$ cat src/rtl/pac_pkg.sv
package pac_pkg;
  // width of a redundant three-level stage code
  localparam int RED_W   = 2;
  // width of the seven-level front-stage code
  localparam int FIRST_W = 3;
endpackage

$ cat src/rtl/pac_delay.sv
module pac_delay #(
  parameter int W     = 2,
  parameter int DEPTH = 1
) (
  input  logic         clk,
  input  logic         rst_n,
  input  logic         adv,
  input  logic [W-1:0] din,
  output logic [W-1:0] dout
);
  logic [W-1:0] sr [DEPTH];

  always_ff @(posedge clk) begin
    if (!rst_n) begin
      for (int i = 0; i < DEPTH; i++) sr[i] <= '0;
    end else if (adv) begin
      sr[0] <= din;
      for (int i = 1; i < DEPTH; i++) sr[i] <= sr[i-1];
    end
  end

  assign dout = sr[DEPTH-1];


  stall_freeze_chk: assert property (@(posedge clk) disable iff (!rst_n)
    !adv |=> $stable(dout));
endmodule

$ cat src/rtl/pac_sum.sv
module pac_sum import pac_pkg::*; #(
  parameter int NSTG = 9,
  localparam int OUT_W = NSTG + 3,
  localparam int SUM_W = OUT_W + 1
) (
  input  logic [FIRST_W-1:0]    first,
  input  logic [NSTG*RED_W-1:0] red,
  input  logic                  back,
  output logic [OUT_W-1:0]      word
);
  localparam logic [SUM_W-1:0] TOP = SUM_W'((1 << OUT_W) - 1);

  logic [SUM_W-1:0] acc;

  always_comb begin
    acc = SUM_W'(first) << NSTG;
    for (int k = 1; k <= NSTG; k++)
      acc = acc + (SUM_W'(red[(k-1)*RED_W +: RED_W]) << (NSTG - k));
    acc = acc + SUM_W'(back);
  end

  assign word = (acc > TOP) ? '1 : acc[OUT_W-1:0];
endmodule

$ cat src/rtl/pac_emit.sv
module pac_emit #(
  parameter int OUT_W = 12,
  parameter int FILL  = 10,
  localparam int CNT_W = $clog2(FILL + 1)
) (
  input  logic             clk,
  input  logic             rst_n,
  input  logic             in_valid,
  input  logic             out_ready,
  input  logic [OUT_W-1:0] word,
  output logic             in_ready,
  output logic             out_valid,
  output logic [OUT_W-1:0] out_data
);
  logic [CNT_W-1:0] cnt;
  logic             full;
  logic             accept;

  assign in_ready = !out_valid || out_ready;
  assign accept   = in_valid && in_ready;
  assign full     = (cnt == CNT_W'(FILL));

  always_ff @(posedge clk) begin
    if (!rst_n) begin
      cnt       <= '0;
      out_valid <= 1'b0;
      out_data  <= '0;
    end else begin
      if (accept && !full) cnt <= cnt + 1'b1;
      if (accept && full) begin
        out_valid <= 1'b1;
        out_data  <= word;
      end else if (out_ready) begin
        out_valid <= 1'b0;
      end
    end
  end


  hold_on_stall_chk: assert property (@(posedge clk) disable iff (!rst_n)
    (out_valid && !out_ready) |=> (out_valid && $stable(out_data)));


  no_early_word_chk: assert property (@(posedge clk) disable iff (!rst_n)
    !full |-> !out_valid);


  rise_after_accept_chk: assert property (@(posedge clk) disable iff (!rst_n)
    $rose(out_valid) |-> $past(accept));
endmodule

$ cat src/rtl/pipe_adc_corrector.sv
module pipe_adc_corrector import pac_pkg::*; #(
  parameter int NSTG = 9,
  localparam int OUT_W = NSTG + 3,
  localparam int LAST  = NSTG + 1
) (
  input  logic                  clk,
  input  logic                  rst_n,
  input  logic                  in_valid,
  output logic                  in_ready,
  input  logic [FIRST_W-1:0]    in_first,
  input  logic [NSTG*RED_W-1:0] in_red,
  input  logic                  in_back,
  output logic                  out_valid,
  input  logic                  out_ready,
  output logic [OUT_W-1:0]      out_data
);
  logic                  adv;
  logic [FIRST_W-1:0]    al_first;
  logic [NSTG*RED_W-1:0] al_red;
  logic                  al_back;
  logic [OUT_W-1:0]      word;

  assign adv     = in_valid && in_ready;
  assign al_back = in_back;

  // front code arrives earliest, so it waits longest
  pac_delay #(.W(FIRST_W), .DEPTH(LAST)) u_dly_first (
    .clk(clk), .rst_n(rst_n), .adv(adv), .din(in_first), .dout(al_first));

  for (genvar k = 1; k <= NSTG; k++) begin : g_red
    pac_delay #(.W(RED_W), .DEPTH(LAST - k)) u_dly (
      .clk(clk), .rst_n(rst_n), .adv(adv),
      .din(in_red[(k-1)*RED_W +: RED_W]),
      .dout(al_red[(k-1)*RED_W +: RED_W]));
  end

  pac_sum #(.NSTG(NSTG)) u_sum (
    .first(al_first), .red(al_red), .back(al_back), .word(word));

  pac_emit #(.OUT_W(OUT_W), .FILL(LAST)) u_emit (
    .clk(clk), .rst_n(rst_n), .in_valid(in_valid), .out_ready(out_ready),
    .word(word), .in_ready(in_ready), .out_valid(out_valid),
    .out_data(out_data));


  ready_when_idle_chk: assert property (@(posedge clk) disable iff (!rst_n)
    !out_valid |-> in_ready);
endmodule

$ cat config.mk
export PLATFORM = sky130hd
export DESIGN_NAME = pipe_adc_corrector
export DESIGN_NICKNAME = d
export VERILOG_FILES = /design/src/rtl/pac_pkg.sv /design/src/rtl/pac_delay.sv /design/src/rtl/pac_sum.sv /design/src/rtl/pac_emit.sv /design/src/rtl/pipe_adc_corrector.sv
export SDC_FILE = /design/constraint.sdc
export NUM_CORES = 1
export LEC_CHECK = 0
export ABC_AREA = 1
export BUFFER_PORTS_ARGS = -buffer_cell sky130_fd_sc_hd__buf_2
export CAP_MARGIN = 25
export CORE_UTILIZATION = 55
export CTS_BUF_LIST = sky130_fd_sc_hd__clkbuf_4
export CTS_CLUSTER_DIAMETER = 150
export DETAILED_ROUTE_END_ITERATION = 8
export PLACE_DENSITY_LB_ADDON = 0.05
export SYNTH_ARGS = -nofsm -noshare
export SYNTH_HDL_FRONTEND = slang
export SYNTH_SLANG_ARGS = --single-unit
$ cat constraint.sdc
create_clock -name clk -period 8 [get_ports clk]
set_input_delay 0.4 -clock clk [delete_from_list [all_inputs] [get_ports clk]]
set_output_delay 0.4 -clock clk [all_outputs]
set_load 0.005 [all_outputs]
==> impl_metrics.ini, run 1 <==
[min_path]
min_path_type = in2reg

[die]
start_util_pct = 56.9
placementRows = 37
die_x_um = 106
ioPinCount = 40
die_area_um2 = 11100
fp.dieH_um = 106
design.core.area_um2 = 10400

[final_layout]
regArea_um2 = 3940
multiInputGateArea_um2 = 1310
layout.nets = 658
stdcell_count = 766
fin_util_pct = 62.2
antenna_cells = 0
area_delta_synth_final_pct = 9.31
fillerInstances = 907
layout_commonest_cell = inv_1
mostFrequentLayoutCells = inv_1, nor2_1, edfxtp_1
final_cell_area_um2 = 6450
drive_gt1_share_pct = 14.1

[logic_synthesis]
syn_nets = 613
synthDistinctLibCells = 27
netlist_instances = 574
syn_area_per_cell_um2 = 10.3
seq_area_frac_synth_pct = 66.9
ys_ff_latch = 137
syn_area_um2 = 5900
yosysWarnings = 0

[critical_path]
slowest_stage = buf_4
max_stage_delay_ns = 0.75
cp-endpoint = g_red[8].u_dly.sr[0][3]
critical_path_buf_inv_count = 1
start_kind = register
regToRegStartpoint = u_emit.out_valid
r2r-end = g_red[8].u_dly.sr[0][3]
worst_setup_path_end_kind = register
worstPathMaxFanout = 64
worstSetupStartpoint = u_emit.out_valid
crit_chain = nand2_1, nand2_1, nand2_4, buf_4
path_class = reg2reg
cp_top_family = simple AND/OR/NAND/NOR gates
r2r_setup_slack_ns = 5.69
path_depth = 4
reg2regPathDepth = 4
cp_common_cell = nand2_1
cp.required_ns = 8.16
cp.arrival_ns = 2.47

[routing]
drt_first_pass_iters = 4
wl_per_cell_um = 10.2
drt_wl_total_um = 7810
first_iter_violations = 203
ant_nets = 0
drcViolationCount = 0
dr_total_vias = 3507
viasPerCell = 4.58

[outcome]
status = finished, final reports clean

[cts]
cts-root-buf = clkbuf_4
cts_buffer_depth = 2
cts_max_level = 4
clock_latency_ns = 0.53
hold_buffers = 0
path_clk_slew_ns = 0.12
cts_tree = built
cts_resized = 0
postCtsSetupBuffers = 0
cts_buffers = 17
cts_sinks = 137

[timing]
setup_viol = 0
drv_slew = 0
tns_ns = 0
postLayoutSetupSlackWorst_ns = 5.69
skew_ns = 0.0178
rsz0062_at_grt = no
tightest_slew_ns = 0.783
hold_viol = 0
fin_crit_sh_pct = 28.9
min_period_ns = 2.31
whs_ns = 0.147
max_freq_mhz = 433
maxSlewHeadroom_pct = 47.8

[power_and_ir_drop]
leakage_nw = 2.92
power_density_nw_per_um2 = 199
ir_drop_mv = 0.168
p_total_mw = 1.29

[placed_design]
pre_cts_ws_ns = 5.46
placed_cells = 735
hpwlAfterDp_um = 4700
port_buffers = 39
place_area_um2 = 6210
gp_congestion = 0.858

[global_routing]
grt-ovfl-total = 0
grt_pass1_vias = 3358
antenna_found_initial = 0
grt_first_pass_wirelength_um = 13600
grt_usage_pct = 16.0
grt_max_degree = 115

[job]
cap_violations = 0
==> report_power, final <==
group | internal (mW) | total, mW | leakage (nW) | switching [mW]
Sequential | 0.819 | 0.830 | 1.47 | 0.0113
Combinational | 0.0309 | 0.0927 | 1.34 | 0.0618
Clock | 0.135 | 0.363 | 0.117 | 0.228
==> worst reg2reg max path: cells and delay by family (launching register included) <==
family,cells,cell delay (ns)
and+or+nand+nor,3,0.80
buffers and inverters,1,0.79
DFF,1,0.32
==> metal layers <==
layer | up-vias | global-route usage (%) | part of all wire (%)
met3 | 14 | 6.12 | 3.9
met1 | 1591 | 17.0 | 45
met4 | 0 | 8.04 | 1.9
li1 | 1853 | - | -
met2 | 49 | 27.9 | 49
met5 | - | 0 | 0
==> final cells by class <==
class / count / share of cell area, %
Sequential cell: 137 / 61.2
Multi-Input combinational cell: 266 / 20.2
Inverter: 155 / 9.02
Timing Repair Buffer: 42 / 3.57
Tap cell: 136 / 2.64
Clock buffer: 22 / 2.56
Clock inverter: 8 / 0.815
==> synth_stat cells <==
cell type,number,share of area [%]
inv_1,152,9.7
nor2_1,124,7.9
edfxtp_1,120,61
nand2_1,65,4.1
dfxtp_1,17,5.8
o21ai_0,16,1.4
nand3_1,13,1.1
ha_1,12,2.5
buf_2,11,0.93
a21oi_2,10,1.5
a21oi_1,7,0.59
clkbuf_1,4,0.25
inv_2,3,0.19
nand4_1,3,0.32
xnor2_1,3,0.45
nand3b_1,2,0.25
xor2_1,2,0.30
a211oi_1,1,0.13
a21boi_0,1,0.13
a21boi_1,1,0.13
buf_6,1,0.19
fa_1,1,0.34
nand2_2,1,0.11
nand3_2,1,0.17
nand4_2,1,0.21
nor2_2,1,0.11
nor3_2,1,0.17
==> worst min-delay path by stage <==
stage | startpoint | to | depth (start not counted)
after global routing | in_red[1] | g_red[1].u_dly.sr[0][1] | 3
after floorplan | u_emit.cnt[3] | u_emit.cnt[3] | 1
after global placement | u_emit.cnt[3] | u_emit.cnt[3] | 1
after detailed placement | u_emit.cnt[3] | u_emit.cnt[3] | 1
after CTS | in_red[1] | g_red[1].u_dly.sr[0][1] | 3
final | in_red[0] | g_red[1].u_dly.sr[0][0] | 3
==> sequential cells by signal (all words and copies together), names as in the netlist <==
register,flops
g_red.u_dly.sr,90
u_emit.cnt,4
u_emit.out_data,12
u_dly_first.sr,30
u_emit.out_valid,1
==> cell families (layout without fill, tap and decap cells) <==
group,after synthesis,count (layout),share of synthesized area [%]
buffers and inverters,171,227,11.2
AND/OR/NAND/NOR,212,212,14.5
adder cells (fa/ha/maj),13,13,2.88
flip-flops,137,137,66.9
AO/OA/AOI/OAI,36,36,3.82
XOR/XNOR,5,5,0.742
(Power assumes the default switching activity.)
==> run 2, diff against run 1 <==
==> constraint.sdc (replaced) <==
create_clock -name clk -period 2 [get_ports clk]
set_input_delay 0.1 -clock clk [delete_from_list [all_inputs] [get_ports clk]]
set_output_delay 0.1 -clock clk [all_outputs]
set_load 0.005 [all_outputs]
==> impl_metrics.ini, run 2 (synthesis gave the netlist of run 1 again) <==
[routing]
dr_total_vias = 3651
viasPerCell = 4.59
wl_per_cell_um = 10.7
drt_first_pass_iters = 4
drcViolationCount = 0
ant_nets = 0
first_iter_violations = 177
drt_wl_total_um = 8510

[critical_path]
reg2regPathDepth = 10
worst_setup_path_end_kind = register
path_class = reg2reg
worstPathMaxFanout = 11
crit_chain = ha_1, inv_1, fa_1, inv_1, nand3_1, nand3_2, nand3_1, nand4_2, inv_2, a21oi_2
cp.required_ns = 2.44
start_kind = register
cp_top_family = adder cells
max_stage_delay_ns = 0.40
critical_path_buf_inv_count = 3
path_depth = 10
cp.arrival_ns = 2.28
slowest_stage = fa_1

[cts]
cts_max_level = 4
path_clk_slew_ns = 0.13
cts_sinks = 137
cts_buffers = 17
clock_latency_ns = 0.51
cts-root-buf = clkbuf_4
cts_buffer_depth = 2
postCtsSetupBuffers = 0
cts_tree = built

[timing]
tns_ns = 0
tightest_slew_ns = 0.468
drv_slew = 0
setup_viol = 0
rsz0062_at_grt = no
fin_crit_sh_pct = 91.8
min_period_ns = 1.84
skew_ns = 0.0162
hold_viol = 0
max_freq_mhz = 545
maxSlewHeadroom_pct = 68.8

[final_layout]
top_register = g_red.u_dly.sr
final_cell_area_um2 = 6830
largest_reg_flops = 90
fin_util_pct = 65.8
layout_commonest_cell = inv_1
multiInputGateArea_um2 = 1310
reg_top3 = g_red.u_dly.sr: 90 flops, u_dly_first.sr: 30 flops, u_emit.out_data: 12 flops
drive_gt1_share_pct = 14.4
area_delta_synth_final_pct = 15.7
antenna_cells = 0
mostFrequentLayoutCells = inv_1, nor2_1, edfxtp_1
fillerInstances = 865
layout.nets = 685
regArea_um2 = 3940

[die]
placementRows = 37
ioPinCount = 40
start_util_pct = 56.9
die_area_um2 = 11100
fp.dieH_um = 106
die_x_um = 106
design.core.area_um2 = 10400

[job]
cap_violations = 0

[placed_design]
hpwlAfterDp_um = 5250
gp_congestion = 0.825
place_area_um2 = 6280
port_buffers = 39

[power_and_ir_drop]
power_density_nw_per_um2 = 823
ir_drop_mv = 0.481
leakage_nw = 3.08

[global_routing]
grt_usage_pct = 17.0
grt_pass1_vias = 3563
grt_first_pass_wirelength_um = 14500
antenna_found_initial = 0
grt_max_degree = 115
grt-ovfl-total = 0

[min_path]
min_path_type = in2reg
holdPathStages = 5

[outcome]
status = finished, final reports clean
[run 2: cell count changes in the layout (fill, tap and decap cells not counted), sizes merged]
| cell | delta |
|---|---|
| buf | +3 |
| bufinv | +3 |
| clkbuf | -5 |
| clkinv | +3 |
| dlygate4sd3 | +24 |
| inv | +1 |
[run 2: worst min-delay path: stages]
cell and delay, ns:
buf_2 0.10, nand2_1 0.16, inv_2 0.09, nand2_1 0.08, a211oi_1 0.07
[run 2: final timing paths]
kind                                               from             endpoint  slack, ns
worst min-delay path                           in_valid        u_emit.cnt[2]       0.11
worst max-delay path            g_red[9].u_dly.sr[0][0]  u_emit.out_data[11]       0.16
worst min register to register            u_emit.cnt[3]        u_emit.cnt[3]       0.47
worst max register to register  g_red[9].u_dly.sr[0][0]  u_emit.out_data[11]       0.16
[run 2: timing repair]
item,4_1_cts,5_1_grt
setup endpoints to repair,0,1
gates resized for setup,0,1
hold buffers,24,0
hold endpoints to repair,24,0
[run 2: report_power, final]
| part | internal (mW) | total, mW | leakage [nW] | switching (mW) |
|---|---|---|---|---|
| logic | 0.163 | 0.426 | 1.46 | 0.263 |
| registers | 3.27 | 3.32 | 1.47 | 0.0461 |
| clock network | 0.868 | 1.87 | 0.153 | 1.00 |
[run 2: cell type report]
cell class              count  share of cell area (%)
inverters                 155                    8.52
repair buffers             69                    7.59
multi-input cells         266                    19.2
well taps                 136                    2.49
clock inverters            15                    2.60
clock buffers              17                    1.87
flip-flops and latches    137                    57.8
[run 2: per-layer routing]
layer  GRT usage, %  part of all wire [%]
met1           18.1                    44
met2           30.5                    51
met3           6.31                   3.6
met4           6.75                   1.6
met5              0                     0
[run 2: through the flow]
stage,std cells,hold WS (ns),setup slack [ns],power [mW]
finish,795,0.113,0.164,5.62
global route,795,0.0700,0.0287,5.86
CTS,795,0.0643,0.148,5.68
detailed placement,739,0.400,0.187,3.78
global placement,739,0.391,0.258,3.76
floorplan,574,0.238,0.198,3.66
